`config.mk`:
```
export PLATFORM = sky130hd
export DESIGN_NAME = line_xfer_engine
export DESIGN_NICKNAME = d
export VERILOG_FILES = /design/src/rtl/xfer_pkg.sv /design/src/rtl/xfer_bus_div.sv /design/src/rtl/xfer_word_order.sv /design/src/rtl/xfer_ctrl.sv /design/src/rtl/line_xfer_engine.sv
export SDC_FILE = /design/constraint.sdc
export NUM_CORES = 1
export LEC_CHECK = 0
export ABC_AREA = 1
export BUFFER_PORTS_ARGS = -buffer_cell sky130_fd_sc_hd__buf_4
export CORE_MARGIN = 2
export CORE_UTILIZATION = 41
export CTS_CLUSTER_DIAMETER = 80
export DETAILED_ROUTE_END_ITERATION = 10
export GPL_TIMING_DRIVEN = 0
export PLACE_DENSITY = 0.8
export RECOVER_POWER = 100
export SYNTH_ARGS = -nofsm -noshare
export SYNTH_HDL_FRONTEND = slang
export SYNTH_SLANG_ARGS = --single-unit
```
`constraint.sdc`:
```
create_clock -name clk -period 1.6 [get_ports clk]
set_input_delay 0.08 -clock clk [delete_from_list [all_inputs] [get_ports clk]]
set_output_delay 0.08 -clock clk [all_outputs]
set_load 0.05 [all_outputs]
```
`src/rtl/xfer_pkg.sv`:
```
package xfer_pkg;

    typedef enum logic [2:0] {
        XS_IDLE  = 3'd0,
        XS_ADDR  = 3'd1,
        XS_RLAT  = 3'd2,
        XS_RDATA = 3'd3,
        XS_WDATA = 3'd4,
        XS_WLAT  = 3'd5
    } xfer_state_e;

endpackage

```
`src/rtl/xfer_bus_div.sv`:
```
module xfer_bus_div #(
    parameter int BUS_DIV = 4
) (
    input  logic clk,
    input  logic rst_n,
    output logic tick
);
    localparam int DIV_W = (BUS_DIV > 1) ? $clog2(BUS_DIV) : 1;
    localparam logic [DIV_W-1:0] CNT_LAST = DIV_W'(BUS_DIV - 1);

    logic [DIV_W-1:0] cnt_d, cnt_q;

    always_comb begin
        if (cnt_q == CNT_LAST) begin
            cnt_d = '0;
        end else begin
            cnt_d = cnt_q + DIV_W'(1);
        end
    end

    always_ff @(posedge clk) begin
        if (!rst_n) begin
            cnt_q <= '0;
        end else begin
            cnt_q <= cnt_d;
        end
    end

    assign tick = (cnt_q == CNT_LAST);

    generate
        if (BUS_DIV > 1) begin : g_gap_chk
            assert_tick_gap_R1: assert property (@(posedge clk) disable iff (!rst_n)
                tick |=> !tick)
                else $error("bus enable high on two adjacent clocks");
        end
    endgenerate

endmodule

```
`src/rtl/xfer_word_order.sv`:
```
module xfer_word_order #(
    parameter int LINE_WORDS = 8,
    parameter int OFF_W      = 3
) (
    input  logic             crit_en,
    input  logic [OFF_W-1:0] base_off,
    input  logic [OFF_W-1:0] beat,
    output logic [OFF_W-1:0] word_idx
);
    localparam bit POW2 = ((LINE_WORDS & (LINE_WORDS - 1)) == 0);

    generate
        if (POW2) begin : g_pow2
            // wrap-around falls out of the truncated sum
            logic [OFF_W-1:0] wrap_sum;
            assign wrap_sum = base_off + beat;
            assign word_idx = crit_en ? wrap_sum : beat;
        end else begin : g_mod
            logic [OFF_W:0] raw_sum;
            logic [OFF_W:0] wrap_sum;
            assign raw_sum  = {1'b0, base_off} + {1'b0, beat};
            assign wrap_sum = (raw_sum >= (OFF_W+1)'(LINE_WORDS))
                            ? raw_sum - (OFF_W+1)'(LINE_WORDS) : raw_sum;
            assign word_idx = crit_en ? wrap_sum[OFF_W-1:0] : beat;
        end
    endgenerate

endmodule

```
`src/rtl/xfer_ctrl.sv`:
```
module xfer_ctrl
    import xfer_pkg::*;
#(
    parameter int ADDR_W     = 27,
    parameter int WORD_W     = 32,
    parameter int LINE_WORDS = 8,
    parameter int MEM_LAT    = 10,
    parameter int OFF_W      = 3
) (
    input  logic              clk,
    input  logic              rst_n,
    input  logic              tick,
    input  logic              req_valid,
    input  logic              req_write,
    input  logic [ADDR_W-1:0] req_addr,
    input  logic [OFF_W-1:0]  req_off,
    input  logic              req_crit,
    input  logic [OFF_W-1:0]  word_idx,
    input  logic [WORD_W-1:0] bus_rdata,
    output logic              busy,
    output logic              order_crit,
    output logic [OFF_W-1:0]  order_off,
    output logic [OFF_W-1:0]  order_beat,
    output logic              bus_addr_strobe,
    output logic [ADDR_W-1:0] bus_addr,
    output logic              bus_we,
    output logic              bus_beat_strobe,
    output logic              fill_valid,
    output logic [OFF_W-1:0]  fill_idx,
    output logic [WORD_W-1:0] fill_data,
    output logic              cpu_restart,
    output logic              line_valid,
    output logic              done
);
    localparam int LAT_W = (MEM_LAT > 1) ? $clog2(MEM_LAT) : 1;
    localparam logic [LAT_W-1:0] LAT_LAST  = LAT_W'(MEM_LAT - 1);
    localparam logic [OFF_W-1:0] BEAT_LAST = OFF_W'(LINE_WORDS - 1);

    typedef struct packed {
        xfer_state_e        st;
        logic [ADDR_W-1:0]  addr;
        logic [OFF_W-1:0]   off;
        logic               crit;
        logic               wr;
        logic [OFF_W-1:0]   beat;
        logic [LAT_W-1:0]   lat;
        logic               fill_v;
        logic [OFF_W-1:0]   fill_i;
        logic [WORD_W-1:0]  fill_dat;
        logic               restart;
        logic               lvalid;
        logic               done;
    } ctrl_regs_t;

    ctrl_regs_t r_d, r_q;

    always_comb begin
        r_d         = r_q;
        r_d.fill_v  = 1'b0;
        r_d.restart = 1'b0;
        r_d.lvalid  = 1'b0;
        r_d.done    = 1'b0;
        unique case (r_q.st)
            XS_IDLE: begin
                if (req_valid) begin
                    r_d.st   = XS_ADDR;
                    r_d.addr = req_addr;
                    r_d.off  = req_off;
                    r_d.crit = req_crit;
                    r_d.wr   = req_write;
                    r_d.beat = '0;
                    r_d.lat  = '0;
                end
            end
            XS_ADDR: begin
                if (tick) begin
                    r_d.st = r_q.wr ? XS_WDATA : XS_RLAT;
                end
            end
            XS_RLAT: begin
                if (tick) begin
                    if (r_q.lat == LAT_LAST) begin
                        r_d.lat = '0;
                        r_d.st  = XS_RDATA;
                    end else begin
                        r_d.lat = r_q.lat + LAT_W'(1);
                    end
                end
            end
            XS_RDATA: begin
                if (tick) begin
                    r_d.fill_v   = 1'b1;
                    r_d.fill_i   = word_idx;
                    r_d.fill_dat = bus_rdata;
                    if (r_q.crit && r_q.beat == '0) begin
                        r_d.restart = 1'b1;
                    end
                    if (r_q.beat == BEAT_LAST) begin
                        r_d.beat   = '0;
                        r_d.st     = XS_IDLE;
                        r_d.lvalid = 1'b1;
                        r_d.done   = 1'b1;
                        if (!r_q.crit) begin
                            r_d.restart = 1'b1;
                        end
                    end else begin
                        r_d.beat = r_q.beat + OFF_W'(1);
                    end
                end
            end
            XS_WDATA: begin
                if (tick) begin
                    if (r_q.beat == BEAT_LAST) begin
                        r_d.beat = '0;
                        r_d.lat  = '0;
                        r_d.st   = XS_WLAT;
                    end else begin
                        r_d.beat = r_q.beat + OFF_W'(1);
                    end
                end
            end
            XS_WLAT: begin
                if (tick) begin
                    if (r_q.lat == LAT_LAST) begin
                        r_d.lat  = '0;
                        r_d.st   = XS_IDLE;
                        r_d.done = 1'b1;
                    end else begin
                        r_d.lat = r_q.lat + LAT_W'(1);
                    end
                end
            end
            default: begin
                r_d.st = XS_IDLE;
            end
        endcase
    end

    always_ff @(posedge clk) begin
        if (!rst_n) begin
            r_q    <= '0;
            r_q.st <= XS_IDLE;
        end else begin
            r_q <= r_d;
        end
    end

    assign busy            = (r_q.st != XS_IDLE);
    assign order_crit      = r_q.crit & ~r_q.wr;
    assign order_off       = r_q.off;
    assign order_beat      = r_q.beat;
    assign bus_addr_strobe = (r_q.st == XS_ADDR) && tick;
    assign bus_addr        = r_q.addr;
    assign bus_we          = r_q.wr;
    assign bus_beat_strobe = ((r_q.st == XS_RDATA) || (r_q.st == XS_WDATA)) && tick;
    assign fill_valid      = r_q.fill_v;
    assign fill_idx        = r_q.fill_i;
    assign fill_data       = r_q.fill_dat;
    assign cpu_restart     = r_q.restart;
    assign line_valid      = r_q.lvalid;
    assign done            = r_q.done;

    assert_busy_from_req_R2: assert property (@(posedge clk) disable iff (!rst_n)
        $rose(busy) |-> $past(req_valid))
        else $error("busy rose without a request");

    assert_done_when_idle_R2: assert property (@(posedge clk) disable iff (!rst_n)
        done |-> !busy)
        else $error("done pulsed while still busy");

    assert_restart_with_word_R7: assert property (@(posedge clk) disable iff (!rst_n)
        cpu_restart |-> fill_valid)
        else $error("restart without a delivered word");

    assert_lvalid_at_end_R8: assert property (@(posedge clk) disable iff (!rst_n)
        line_valid |-> (fill_valid && done))
        else $error("line declared valid before the last word");

    assert_no_fill_on_wb_R9: assert property (@(posedge clk) disable iff (!rst_n)
        fill_valid |-> !bus_we)
        else $error("refill word reported during a write-back");

    assert_addr_held_R10: assert property (@(posedge clk) disable iff (!rst_n)
        (busy && $past(busy)) |-> $stable(bus_addr))
        else $error("bus address changed during a transfer");

endmodule

```
`src/rtl/line_xfer_engine.sv`:
```
module line_xfer_engine #(
    parameter int ADDR_W     = 27,
    parameter int WORD_W     = 32,
    parameter int LINE_WORDS = 8,
    parameter int MEM_LAT    = 10,
    parameter int BUS_DIV    = 4,
    localparam int OFF_W     = (LINE_WORDS > 1) ? $clog2(LINE_WORDS) : 1
) (
    input  logic              clk,
    input  logic              rst_n,
    input  logic              req_valid,
    input  logic              req_write,
    input  logic [ADDR_W-1:0] req_line_addr,
    input  logic [OFF_W-1:0]  req_word_off,
    input  logic              req_crit_first,
    output logic              busy,
    output logic              done,
    output logic [OFF_W-1:0]  wb_word_idx,
    input  logic [WORD_W-1:0] wb_data,
    output logic              fill_valid,
    output logic [OFF_W-1:0]  fill_idx,
    output logic [WORD_W-1:0] fill_data,
    output logic              cpu_restart,
    output logic              line_valid,
    output logic              bus_tick,
    output logic              bus_addr_strobe,
    output logic [ADDR_W-1:0] bus_addr,
    output logic              bus_we,
    output logic              bus_beat_strobe,
    output logic [OFF_W-1:0]  bus_beat_idx,
    output logic [WORD_W-1:0] bus_wdata,
    input  logic [WORD_W-1:0] bus_rdata
);
    logic             ord_crit;
    logic [OFF_W-1:0] ord_off;
    logic [OFF_W-1:0] ord_beat;
    logic [OFF_W-1:0] ord_idx;

    xfer_bus_div #(
        .BUS_DIV (BUS_DIV)
    ) i_div (
        .clk   (clk),
        .rst_n (rst_n),
        .tick  (bus_tick)
    );

    xfer_word_order #(
        .LINE_WORDS (LINE_WORDS),
        .OFF_W      (OFF_W)
    ) i_order (
        .crit_en  (ord_crit),
        .base_off (ord_off),
        .beat     (ord_beat),
        .word_idx (ord_idx)
    );

    xfer_ctrl #(
        .ADDR_W     (ADDR_W),
        .WORD_W     (WORD_W),
        .LINE_WORDS (LINE_WORDS),
        .MEM_LAT    (MEM_LAT),
        .OFF_W      (OFF_W)
    ) i_ctrl (
        .clk             (clk),
        .rst_n           (rst_n),
        .tick            (bus_tick),
        .req_valid       (req_valid),
        .req_write       (req_write),
        .req_addr        (req_line_addr),
        .req_off         (req_word_off),
        .req_crit        (req_crit_first),
        .word_idx        (ord_idx),
        .bus_rdata       (bus_rdata),
        .busy            (busy),
        .order_crit      (ord_crit),
        .order_off       (ord_off),
        .order_beat      (ord_beat),
        .bus_addr_strobe (bus_addr_strobe),
        .bus_addr        (bus_addr),
        .bus_we          (bus_we),
        .bus_beat_strobe (bus_beat_strobe),
        .fill_valid      (fill_valid),
        .fill_idx        (fill_idx),
        .fill_data       (fill_data),
        .cpu_restart     (cpu_restart),
        .line_valid      (line_valid),
        .done            (done)
    );

    assign bus_beat_idx = ord_idx;
    assign wb_word_idx  = ord_idx;
    assign bus_wdata    = wb_data;

endmodule

```
# Word level (Yosys, flattened, before mapping)

Cells that the tools add are included.

$lt $le $gt $ge: 0
Multiplexer cells: 28
Div/mod/pow operators: 0
Shift-type cells: 0
Bitwise gates (word level): 3
Reduce and logical (&&, ||, !) cells: 18
Multiply operators: 0
Eq/ne operators: 19
Add/subtract/negate cells: 4

Operator list:

| cell                                          | count |
|---|---|
| two-way mux 3 bit                             | 14 |
| two-way mux 42 bit                            | 1 |
| two-way mux 39 bit                            | 1 |
| != test 2 x 1 -> 1 bit, second input constant | 10 |
| one-hot mux 3 bit (6 select lines)            | 1 |
| two-way mux 4 bit                             | 3 |
| one-hot mux 4 bit (3 select lines)            | 1 |
| AND reduction 10 bit                          | 1 |
| == test 3 bit, second input constant          | 3 |
| one-hot mux 3 bit (3 select lines)            | 1 |
| nonzero test 3 bit                            | 3 |
| two-way mux 7 bit                             | 1 |
| == test 3 x 2 -> 1 bit, second input constant | 2 |
| zero test 3 bit                               | 2 |
| AND reduction 2 bit                           | 3 |
| AND reduction 5 bit                           | 1 |
| adder 4 x 1 -> 4 bit, second input constant   | 1 |
| == test 4 bit, second input constant          | 1 |
| two-way mux 1 bit                             | 4 |
| AND reduction 4 bit                           | 1 |
| OR reduction 2 bit                            | 2 |
| adder 3 x 1 -> 3 bit, second input constant   | 1 |
| adder 3 bit                                   | 1 |
| == test 3 x 1 -> 1 bit, second input constant | 1 |
| other kinds (9)                               | 12 |

Register bits after elaboration: 83
Output and inout port bits: 109
Bits in latches: 0
Memories: 0
Bits in writable memories: 0
Logic and storage cells: 86
Memory bits (read-only): 0
Bits of input ports: 99

# Depth between registers and ports, before layout

Gate-level depths: netlist of run 1.

Depth in word-level cells: 7
Depth in mapped cells: 10
Depth with buffers taken out: 9

# Cells and area by module

From an unflattened synthesis of run 1, not the netlist that was laid out.

Cells, all modules: 545
Area total of the unflattened synthesis: 4,115.2 µm²

Modules (own cells, without submodules):

| module           | times used | cells an instance | seq. area each (µm²) | area each (µm²) |
|---|---|---|---|---|
| xfer_ctrl        | 1          | 485               | 1,621.6              | 3,683.5 |
| line_xfer_engine | 1          | 35                | 0.0                  | 262.8 |
| xfer_word_order  | 1          | 17                | 0.0                  | 97.6 |
| xfer_bus_div     | 1          | 8                 | 40.0                 | 71.3 |

# Least setup slack after synthesis of run 1

No wires, ideal clock.

Path kind: register to output
Start: register i_ctrl.r_q, in the netlist i_ctrl.order_beat[0]
End: output port wb_word_idx[2]
Path slack: -0.823 ns
Stages on the path, launching flop included: 8
Data required time: 1.520 ns
Data arrival time: 2.343 ns
Path buffers: 1
Cells stage by stage: dfxtp_1 -> ha_1 -> fa_1 -> nor2_1 -> nor2_1 -> nand2_1 -> xor2_1 -> buf_4

Cells in the longest elaborated chain, start to end: 2

Ends and longest elaborated chain:

| item                   | line                   | text |
|---|---|---|
| from (decl)            | xfer_ctrl.sv:55        | `ctrl_regs_t r_d, r_q;` |
| from (signal assigned) | xfer_ctrl.sv:144       | `r_q <= r_d;` |
| adder 3 bit            | xfer_word_order.sv:16  | `assign wrap_sum = base_off + beat;` |
| two-way mux 3 bit      | xfer_word_order.sv:17  | `assign word_idx = crit_en ? wrap_sum : beat;` |
| to (decl)              | line_xfer_engine.sv:18 | `output logic [OFF_W-1:0] wb_word_idx,` |

Every way passes these cells.

# Worst setup path after layout of run 1

Ends and elaborated chain as after synthesis.

==> results of run 1 <==
[registers in the layout (all words and copies together), names as in the netlist]
register	cells
i_ctrl.r_q	8
i_div.cnt_q	2
i_ctrl.fill_data	32
i_ctrl.fill_idx	3
i_ctrl.line_valid	1
i_ctrl.order_beat	3
i_ctrl.cpu_restart	1
i_ctrl.done	1
i_ctrl.bus_we	1
i_ctrl.fill_valid	1
i_ctrl.bus_addr	27
i_ctrl.order_off	3
[cell families after synthesis]
family,count (synthesis),synth area share [%]
adder cells (fa/ha/maj),9,2.93
AND/OR/NAND/NOR,230,23.0
buffers and inverters,142,22.9
XOR/XNOR,1,0.213
AO/OA/AOI/OAI,82,10.5
flip-flops,83,40.5
[layout by cell type (no fill, tap or decap), types with 2 or more instances in the layout]
master / netlist / routed
inv_4: 0 / 2
ha_4: 0 / 2
ha_1: 8 / 4
a21oi_2: 1 / 2
clkinv_2: 0 / 2
o21bai_1: 2 / 2
o21ai_0: 65 / 65
clkbuf_1: 9 / 105
nor2_4: 3 / 2
nor3_2: 2 / 2
nand3_2: 2 / 2
nand2_1: 48 / 44
nor2_2: 2 / 14
dfxtp_1: 83 / 78
dlygate4sd3_1: 0 / 63
buf_8: 0 / 4
buf_2: 9 / 5
a21oi_1: 9 / 5
nand3_1: 11 / 11
clkbuf_2: 0 / 4
inv_2: 2 / 2
clkinvlp_4: 0 / 2
buf_4: 99 / 175
a21oi_4: 0 / 3
nor2_1: 155 / 144
buf_6: 3 / 8
a21boi_0: 3 / 3
nand2_2: 1 / 4
inv_1: 19 / 16
ha_2: 0 / 2
dfxtp_2: 0 / 4
clkbuf_8: 0 / 10
nand4_1: 3 / 3
[how the worst min path moves through the flow]
stage	from	to	slack, ps	cells past startpoint
finish	req_write	i_ctrl.bus_we$_SDFFE_PN0P_	10	3
global route	req_write	i_ctrl.bus_we$_SDFFE_PN0P_	40	3
CTS	req_write	i_ctrl.bus_we$_SDFFE_PN0P_	3	3
detailed placement	req_line_addr[18]	i_ctrl.bus_addr[18]$_SDFFE_PN0P_	310	3
global placement	req_line_addr[16]	i_ctrl.bus_addr[16]$_SDFFE_PN0P_	300	3
floorplan	req_word_off[2]	i_ctrl.order_off[2]$_SDFFE_PN0P_	210	2
[timing repair]
action,in CTS,in global routing
pin swaps,3,11
gates resized for setup,10,44
hold endpoints to repair,63,0
buffers inserted,4,4
hold buffers,63,0
cloned,0,0
setup endpoints to repair,34,63
[critical path: cells and delay by family (launching register included)]
| family | cells | cell delay (ps) |
|---|---|---|
| XOR/XNOR | 1 | 230 |
| buffers and inverters | 2 | 260 |
| flip-flops | 1 | 370 |
| AND/OR/NAND/NOR | 3 | 240 |
| adder cells (fa/ha/maj) | 2 | 480 |
[per-stage QoR]
stage / setup slack [ps] / area [um^2] / hold WS [ps]
floorplan: -163 / 4200 / 215
CTS: -429 / 6570 / 2.77
global route: -501 / 6300 / 42.7
global placement: -95.6 / 5680 / 301
detailed placement: -122 / 5680 / 305
finish: -409 / 6300 / 9.95
[power by group through the flow]
stage | registers, W | clock network, W | logic, W
after CTS | 0.00265 | 0.00157 | 0.00438
final | 0.00269 | 0.00154 | 0.00428
after floorplan | 0.00266 | 0 | 0.00308
after detailed placement | 0.00269 | 0 | 0.00412
after global placement | 0.00267 | 0 | 0.00404
after global routing | 0.00273 | 0.00166 | 0.00461
[per-layer routing]
layer	wire length, um	vias to the layer above	part of all wire (%)
li1	-	2142	-
met1	5070	1973	40
met2	6400	205	51
met3	862	28	6.8
met4	284	0	2.3
met5	0	-	0
[area by class of cell]
cell class / instances / area, um^2 / area share [%]
flip-flops and latches: 83 / 1670 / 26.5
inverters: 22 / 88.8 / 1.41
plain buffers: 118 / 872 / 13.8
clock buffers: 10 / 138 / 2.18
repair buffers: 246 / 1660 / 26.4
multi-input cells: 322 / 1640 / 26.0
well taps: 133 / 166 / 2.64
clock inverters: 6 / 63.8 / 1.01
==> flow_metrics.env, run 1 <==
export IMPL_status="complete, but fails checks"
export IMPL_violations="setup timing"
export IMPL_powerDensity_nw_per_um2=1350
export IMPL_leakage_nw=2.97
export IMPL_final_cells=940
export IMPL_yosysSeqAreaShare_pct=40.5
export IMPL_hold_violations=0
export IMPL_cp_arrival_ps=1930
export IMPL_grt_ovfl_total=0
export IMPL_yosys_warnings=0
export IMPL_met3_usage_pct=5.14
export IMPL_r2r_cells=8
export IMPL_wl_per_cell_um=13.4
export IMPL_synth_cells=547
export IMPL_clock_latency_ps=340
export IMPL_core_area_um2=9730
export IMPL_nets=910
export IMPL_cts_buffer_depth=2
export IMPL_cp_slowest_cell="dfxtp_4"
export IMPL_clockPowerShare_pct=18.1
export IMPL_drive_above_1_share_pct=32.1
export IMPL_placed_cells=855
export IMPL_drtIter0Drc=199
export IMPL_max_slew_worst_pin_slew_ps=648
export IMPL_cp_max_fo=3
export IMPL_htree_levels=3
export IMPL_critPathMostFrequentCell="nor2_1"
export IMPL_min_period_ps=2010
export IMPL_synthTopCellsByArea="dfxtp_1, buf_4, nor2_1"
export IMPL_hpwl_um=8250
export IMPL_rrSetupSlack_ps=-190
export IMPL_crit_type="flop to primary output"
export IMPL_cp_start_kind="flop"
export IMPL_clkTransAtPathRegs_ps=90
export IMPL_setup_viol=54
export IMPL_num_vias=4348
export IMPL_antenna_left=0
export IMPL_hp_class="primary input to flop"
export IMPL_timing_final_crit_share_pct=126
export IMPL_syn_cell_area_um2=4100
export IMPL_end_kind="primary output"
export IMPL_start_util_pct=42.2
export IMPL_use_met1_pct=25.0
export IMPL_grt_pass1_vias=4348
export IMPL_max_freq_mhz=498
export IMPL_fin_util_pct=64.8
export IMPL_fill_cells=876
export IMPL_drt_pass1_iter_count=5
export IMPL_die_w_um=104
export IMPL_synth_common_cells="nor2_1, buf_4, dfxtp_1, o21ai_0, nand2_1"
export IMPL_synth_top_cell_area_share_pct=40.5
export IMPL_cts_made_buffers=9
export IMPL_portBuffers=175
export IMPL_antenna_found_initial=0
export IMPL_antenna_cells=0
export IMPL_grt_max_degree=15
export IMPL_synth_flop_cell="dfxtp_1"
export IMPL_synth_nets=655
export IMPL_slew_headroom_pct=57.0
export IMPL_synthArstFlopShare_pct=0
export IMPL_avgSynthCellArea_um2=7.50
export IMPL_viasPerCell=4.63
export IMPL_seq_power_share_pct=31.6
export IMPL_critPathRequiredTime_ps=1520
export IMPL_endpoint="wb_word_idx[2]"
export IMPL_max_cap_viol_count=0
export IMPL_worst_slack_ps=-409
export IMPL_ios=208
export IMPL_finClkSkew_ps=12.5
export IMPL_synth_edff_count=0
export IMPL_use_met2_pct=42.0
export IMPL_p_sw_w=0.00382
export IMPL_crit_path_start="i_ctrl.order_beat[0]$_SDFFE_PN0P_"
export IMPL_r2r_start="i_div.cnt_q[0]$_SDFF_PP0_"
export IMPL_cts_tree="built"
export IMPL_ys_types=29
export IMPL_yosysMostFrequentCell="nor2_1"
export IMPL_gp_congestion=0.808
export IMPL_die_h_um=104
export IMPL_clock_root_buffer="clkbuf_8"
export IMPL_grt_pass1_wl_um=20200
export IMPL_row_count=36
export IMPL_ir_worst_vdd_v=0.000894
export IMPL_slew_viol_final=0
export IMPL_areaGrowthSynthToFinish_pct=53.6
export IMPL_crit_chain="ha_4 -> fa_2 -> nor2_1 -> nor2_1 -> nand2_2 -> xor2_4 -> buf_6 -> buf_8"
export IMPL_r2r_end="i_ctrl.fill_data[25]$_SDFFE_PN0P_"
export IMPL_cp_slowest_stage_delay_ps=370
export IMPL_p_sw_share_pct=44.9
export IMPL_wl_um=12600
export IMPL_grt_busiest_layer="met2"
export IMPL_power_w=0.00851
export IMPL_fp_dieArea_um2=10800
export IMPL_cts_sinks=83
export IMPL_intPower_w=0.00469
export IMPL_track_usage_pct=22.6
export IMPL_ys_seq_elements=83
export IMPL_setup_tns_ps=-7320
export IMPL_rsz0062_at_grt="yes"
export IMPL_pwr_share_comb_pct=50.3
export IMPL_synth_top_area_cell="dfxtp_1"
export IMPL_drc=0
Power figures use the tool's default switching activity.
==> run 2, diff against run 1 <==
--- a/config.mk
+++ b/config.mk
@@ -6,5 +6,4 @@
 export NUM_CORES = 1
 export LEC_CHECK = 0
-export ABC_AREA = 1
 export BUFFER_PORTS_ARGS = -buffer_cell sky130_fd_sc_hd__buf_4
 export CORE_MARGIN = 2
==> constraint.sdc (replaced) <==
create_clock -name clk -period 1.6 [get_ports clk]
set_input_delay 0.16 -clock clk [delete_from_list [all_inputs] [get_ports clk]]
set_output_delay 0.16 -clock clk [all_outputs]
set_load 0.05 [all_outputs]
==> run 2 against run 1 <==
Effect of this change:
- the run still ends with setup timing left
- fmax fell by 2.9%
- via count fell by 10%
- sequential share of layout area rose by 3.2 points
- sequential power fell by 17%
- critical endpoint unchanged
- largest power group is now sequential cells
- highest routed layer unchanged
==> flow_metrics.env, run 2 <==
export IMPL_die_h_um=104
export IMPL_antenna_cells=0
export IMPL_cts_buffer_depth=2
export IMPL_antenna_found_initial=0
export IMPL_largest_reg_flops=32
export IMPL_synth_cells=510
export IMPL_yosysMostFrequentCell="nand2_1"
export IMPL_max_slew_worst_pin_slew_ps=637
export IMPL_ios=208
export IMPL_setup_viol=63
export IMPL_gp_congestion=0.818
export IMPL_min_to="i_ctrl.bus_addr[2]$_SDFFE_PN0P_"
export IMPL_yosys_warnings=0
export IMPL_final_seq_area_um2=1680
export IMPL_clkTransAtPathRegs_ps=90
export IMPL_avgSynthCellArea_um2=8.02
export IMPL_synth_top_cell_area_share_pct=40.6
export IMPL_worst_slack_ps=-470
export IMPL_leakage_nw=2.45
export IMPL_grt_pass1_vias=3615
export IMPL_antenna_left=0
export IMPL_rsz0062_at_grt="yes"
export IMPL_final_common_cell="buf_4"
export IMPL_holdWs_ps=55.5
export IMPL_ys_seq_elements=83
export IMPL_path_depth=7
export IMPL_max_cap_viol_count=0
export IMPL_wl_um=10800
export IMPL_powerDensity_nw_per_um2=901
export IMPL_placed_cells=818
export IMPL_end_kind="primary output"
export IMPL_row_count=36
export IMPL_r2r_end="i_ctrl.r_q[79]$_SDFFE_PN0P_"
export IMPL_drt_pass1_iter_count=4
export IMPL_yosysSeqAreaShare_pct=40.6
export IMPL_fill_cells=949
export IMPL_finClkSkew_ps=7.04
export IMPL_synth_top_area_cell="dfxtp_1"
export IMPL_drive_above_1_share_pct=35.7
export IMPL_max_freq_mhz=483
export IMPL_cp_slowest_cell="dfxtp_4"
export IMPL_clock_latency_ps=340
export IMPL_slew_viol_final=0
export IMPL_cp_top_family="adder cells"
export IMPL_cts_sinks=83
export IMPL_synth_nets=618
export IMPL_ys_types=45
export IMPL_cts_tree="built"
export IMPL_grt_max_degree=16
export IMPL_min_delay_start="req_line_addr[2]"
export IMPL_syn_cell_area_um2=4090
export IMPL_top_layer="met4"
export IMPL_viasPerCell=4.65
export IMPL_r2r_start="i_ctrl.order_beat[0]$_SDFFE_PN0P_"
export IMPL_portBuffers=175
export IMPL_wl_per_cell_um=12.9
export IMPL_synth_edff_count=0
export IMPL_violations="setup timing"
export IMPL_htree_levels=3
export IMPL_wl_met3_um=695
export IMPL_die_w_um=104
export IMPL_hold_violations=0
export IMPL_timing_final_crit_share_pct=129
export IMPL_critPathRequiredTime_ps=1440
export IMPL_clock_root_buffer="clkbuf_8"
export IMPL_drc=0
export IMPL_wl_met2_um=5410
export IMPL_synth_common_cells="nand2_1, buf_4, dfxtp_1, a21oi_1, clkbuf_1"
export IMPL_start_util_pct=42.0
export IMPL_crit_chain="ha_4 -> fa_2 -> xor2_1 -> nand2_2 -> xnor2_4 -> buf_6 -> buf_8"
export IMPL_num_vias=3911
export IMPL_hold_depth=3
export IMPL_cp_slowest_stage_delay_ps=360
export IMPL_nets=811
export IMPL_min_period_ps=2070
export IMPL_hp_class="primary input to flop"
export IMPL_rrSetupSlack_ps=-370
export IMPL_slew_headroom_pct=57.7
export IMPL_synthArstFlopShare_pct=0
export IMPL_crit_type="flop to primary output"
export IMPL_ctsHoldBuffers=0
export IMPL_core_area_um2=9730
export IMPL_synthTopCellsByArea="dfxtp_1, buf_4, nand2_1"
export IMPL_hpwl_um=8180
export IMPL_synth_flop_cell="dfxtp_1"
export IMPL_areaGrowthSynthToFinish_pct=38.3
export IMPL_multi_input_comb_area_um2=1640
export IMPL_grt_ovfl_total=0
export IMPL_status="complete, but fails checks"
export IMPL_route_layer_met1_wl_um=4590
export IMPL_cp_max_fo=3
export IMPL_final_cells=841
export IMPL_cts_made_buffers=9
export IMPL_ir_worst_vdd_v=0.000524
export IMPL_grt_pass1_wl_um=16600
export IMPL_r2r_cells=7
export IMPL_fp_dieArea_um2=10800
export IMPL_track_usage_pct=18.6
export IMPL_drtIter0Drc=165
export IMPL_cp_arrival_ps=1910
export IMPL_path_buf_inv=2
export IMPL_cp_start_kind="flop"
export IMPL_final_cell_mix="buf_4, nand2_1, clkbuf_1, dfxtp_1, a21oi_1"
## run 2: worst max path at each step
stage,from,slack (ps),end
6_report,i_ctrl.order_beat[0]$_SDFFE_PN0P_,-470,wb_word_idx[2]
5_1_grt,i_ctrl.order_beat[0]$_SDFFE_PN0P_,-530,wb_word_idx[2]
4_1_cts,i_ctrl.order_beat[0]$_SDFFE_PN0P_,-480,wb_word_idx[2]
3_5_place_dp,i_ctrl.order_beat[0]$_SDFFE_PN0P_,-220,wb_word_idx[2]
3_3_place_gp,i_ctrl.order_beat[0]$_SDFFE_PN0P_,-220,wb_word_idx[2]
2_1_floorplan,i_ctrl.order_beat[0]$_SDFFE_PN0P_,-310,wb_word_idx[2]
## run 2: layout make-up
class,count,area share [%]
multi-input cells,296,29.0
clock inverters,6,0.841
inverters,5,0.332
plain buffers,125,15.8
clock buffers,10,2.43
flip-flops and latches,83,29.7
well taps,133,2.94
repair buffers,183,18.9
## run 2: worst reg2reg max path, stage by stage, from the launching register on
cell,delay (ps)
dfxtp_4,360
buf_4,150
ha_1,220
ha_2,240
and3_1,210
o32a_4,340
and2_0,160
a32o_1,200
## run 2: stage by stage
stage	power, W	area [um^2]	utilization (%)	setup TNS [ps]	worst slack [ps]
floorplan	0.00331	4160	-	-910	-305
global placement	0.00374	5640	57.9	-1490	-215
detailed placement	0.00377	5640	57.9	-2610	-219
CTS	0.00523	5950	61.2	-2640	-480
global route	0.00532	5660	58.1	-11720	-534
finish	0.00510	5660	58.1	-5190	-470
## run 2: power breakdown
| part | switching [W] | internal (W) |
|---|---|---|
| Combinational | 0.000917 | 0.000531 |
| Clock | 0.000794 | 0.000621 |
| Sequential | 0.0000659 | 0.00217 |
## run 2: logic make-up after synthesis
kind of cell / count (synthesis) / share of synthesized area [%]
AO/OA/AOI/OAI: 90 / 12.5
buffers and inverters: 131 / 21.6
multiplexers: 5 / 1.29
XOR/XNOR: 2 / 0.428
AND/OR/NAND/NOR: 190 / 20.6
adder cells (fa/ha/maj): 9 / 2.94
flip-flops: 83 / 40.6
## run 2: timing repair
| action | CTS | global route |
|---|---|---|
| gates cloned | 0 | 1 |
| pin swaps | 5 | 6 |
| gates resized for setup | 32 | 27 |
| buffers inserted | 6 | 1 |
| endpoints found under the setup margin | 76 | 78 |
## run 2: layer usage
metal	track usage [%]	vias to the layer above
met5	0	-
met4	5.89	0
met3	4.20	14
met2	33.9	160
met1	21.4	1778
li1	-	1959
==> run 3, diff against run 2 <==
Clock period 1.6 ns to 1.85 ns, I/O delays scaled along.
==> run 3 against run 2 <==
Effect of this change:
- the run still ends with setup timing left
- global-route usage fell by 0.29 points
- via count fell by 1.7%
- die area did not move
- combinational power fell by 18%
- non-clock buffer count fell by 6
- cell count fell by 0.71%
- clock-buffer cell count fell by 1
- clock power fell by 4%
- clock skew rose by 6.4 ps
- flip-flop and latch count did not move
- critical path type unchanged
- highest routed layer unchanged
==> flow_metrics.env, run 3 (synthesis results as in run 2) <==
export IMPL_clock_root_buffer="clkbuf_8"
export IMPL_antenna_left=0
export IMPL_drive_above_1_share_pct=31.2
export IMPL_cts_made_buffers=9
export IMPL_cp_slowest_cell="dfxtp_4"
export IMPL_grt_pass1_vias=3639
export IMPL_cts_tree="built"
export IMPL_htree_levels=3
export IMPL_placed_cells=818
export IMPL_areaGrowthSynthToFinish_pct=34.1
export IMPL_p_sw_share_pct=34.4
export IMPL_crit_chain="ha_4 -> fa_2 -> xor2_2 -> nand2_2 -> xnor2_4 -> buf_6 -> buf_8"
export IMPL_powerDensity_nw_per_um2=817
export IMPL_num_vias=3844
export IMPL_cp_top_family="adder cells"
export IMPL_critPathRequiredTime_ps=1660
export IMPL_finClkSkew_ps=13.5
export IMPL_final_cells=835
export IMPL_intPower_w=0.00294
export IMPL_viasPerCell=4.60
export IMPL_slew_viol_final=0
export IMPL_wl_per_cell_um=12.5
export IMPL_fp_dieArea_um2=10800
export IMPL_antenna_cells=0
export IMPL_leakage_nw=2.34
export IMPL_hp_class="primary input to flop"
export IMPL_clockPowerShare_pct=30.3
export IMPL_cp_slowest_stage_delay_ps=360
export IMPL_nets=805
export IMPL_hpwl_um=8100
export IMPL_cp_start_kind="flop"
export IMPL_final_common_cell="buf_4"
export IMPL_max_freq_mhz=465
export IMPL_row_count=36
export IMPL_cts_sinks=83
export IMPL_worst_slack_ps=-299
export IMPL_end_kind="primary output"
export IMPL_gp_congestion=0.863
export IMPL_clkTransAtPathRegs_ps=100
export IMPL_drtIter0Drc=183
export IMPL_max_cap_viol_count=0
export IMPL_grt_ovfl_total=0
export IMPL_wl_um=10400
export IMPL_antenna_found_initial=0
export IMPL_largest_reg_flops=32
export IMPL_core_area_um2=9730
export IMPL_cp_max_fo=3
export IMPL_seq_power_share_pct=43.1
export IMPL_cp_arrival_ps=1960
export IMPL_die_h_um=104
export IMPL_start_util_pct=42.0
export IMPL_grt_pass1_wl_um=16300
export IMPL_hold_violations=0
export IMPL_setup_viol=32
export IMPL_ir_worst_vdd_v=0.000422
export IMPL_portBuffers=175
export IMPL_max_slew_worst_pin_slew_ps=667
export IMPL_drc=0
export IMPL_clock_latency_ps=350
export IMPL_track_usage_pct=18.3
export IMPL_violations="setup timing"
export IMPL_pwr_share_comb_pct=26.6
export IMPL_ios=208
export IMPL_pre_cts_slack_ps=-54.6
export IMPL_final_cell_mix="buf_4, nand2_1, clkbuf_1, dfxtp_1, a21oi_1"
export IMPL_timing_final_crit_share_pct=116
export IMPL_rsz0062_at_grt="yes"
export IMPL_grt_max_degree=17
export IMPL_power_w=0.00448
export IMPL_min_period_ps=2150
export IMPL_p_sw_w=0.00154
export IMPL_cts_buffer_depth=2
export IMPL_path_buf_inv=2
export IMPL_slew_headroom_pct=55.7
export IMPL_crit_type="flop to primary output"
export IMPL_drt_pass1_iter_count=4
export IMPL_die_w_um=104
export IMPL_status="complete, but fails checks"
run 3: what timing repair did:
item                                    in CTS  in global routing
hold buffers                                 0                  0
endpoints found under the setup margin       9                 12
setup buffers                                1                  0
cloned                                       0                  0
resized for setup                            8                  4
pin swaps                                    2                  2
run 3: worst reg2reg max path, stage by stage, from the launching register on:
cell     delay, ps
dfxtp_4        360
buf_4          150
ha_1           220
ha_1           280
and3_1         230
o32a_4         340
and2_0         160
a32o_1         200
run 3: power groups by stage:
stage	Combinational (W)	Sequential [W]	Clock [W]
6_report	0.00119	0.00193	0.00136
3_3_place_gp	0.00126	0.00196	0
4_1_cts	0.00128	0.00193	0.00139
2_1_floorplan	0.000892	0.00196	0
3_5_place_dp	0.00127	0.00197	0
5_1_grt	0.00128	0.00194	0.00146
run 3: final timing paths:
kind                            slack [ps]  cells past startpoint                           endpoint                         startpoint
worst min-delay path                    70                      3  i_ctrl.fill_data[20]$_SDFFE_PN0P_                      bus_rdata[20]
worst max register to register        -170                      7        i_ctrl.r_q[79]$_SDFFE_PN0P_  i_ctrl.order_beat[0]$_SDFFE_PN0P_
worst max-delay path                  -300                      7                     wb_word_idx[2]  i_ctrl.order_beat[0]$_SDFFE_PN0P_
worst min register to register         440                      1          i_div.cnt_q[0]$_SDFF_PP0_          i_div.cnt_q[0]$_SDFF_PP0_
run 3: area by class of cell:
| type | instances | area (um^2) |
|---|---|---|
| clock buffers | 9 | 124 |
| fillers | 945 | 4250 |
| clock inverters | 7 | 80.1 |
| multi-input cells | 296 | 1610 |
| repair buffers | 176 | 957 |
| inverters | 5 | 18.8 |
| flip-flops and latches | 83 | 1670 |
| well taps | 133 | 166 |
| plain buffers | 126 | 861 |
run 3: per-stage QoR:
stage,util (%),setup TNS (ps),area (um^2),hold WS [ps]
2_1_floorplan,-,-80.7,4140,318
5_1_grt,56.4,-8790,5480,59.5
3_5_place_dp,57.7,-103,5620,436
3_3_place_gp,57.7,-43.5,5620,420
6_report,56.4,-2480,5480,70.2
4_1_cts,60.1,-1320,5850,61.5
run 3: metal layers:
metal	global-route usage (%)	up-vias	share of wire, %
met2	33.5	153	49
li1	-	1944	-
met1	20.8	1735	42
met3	4.89	12	7.5
met5	0	-	0
met4	5.12	0	1.2
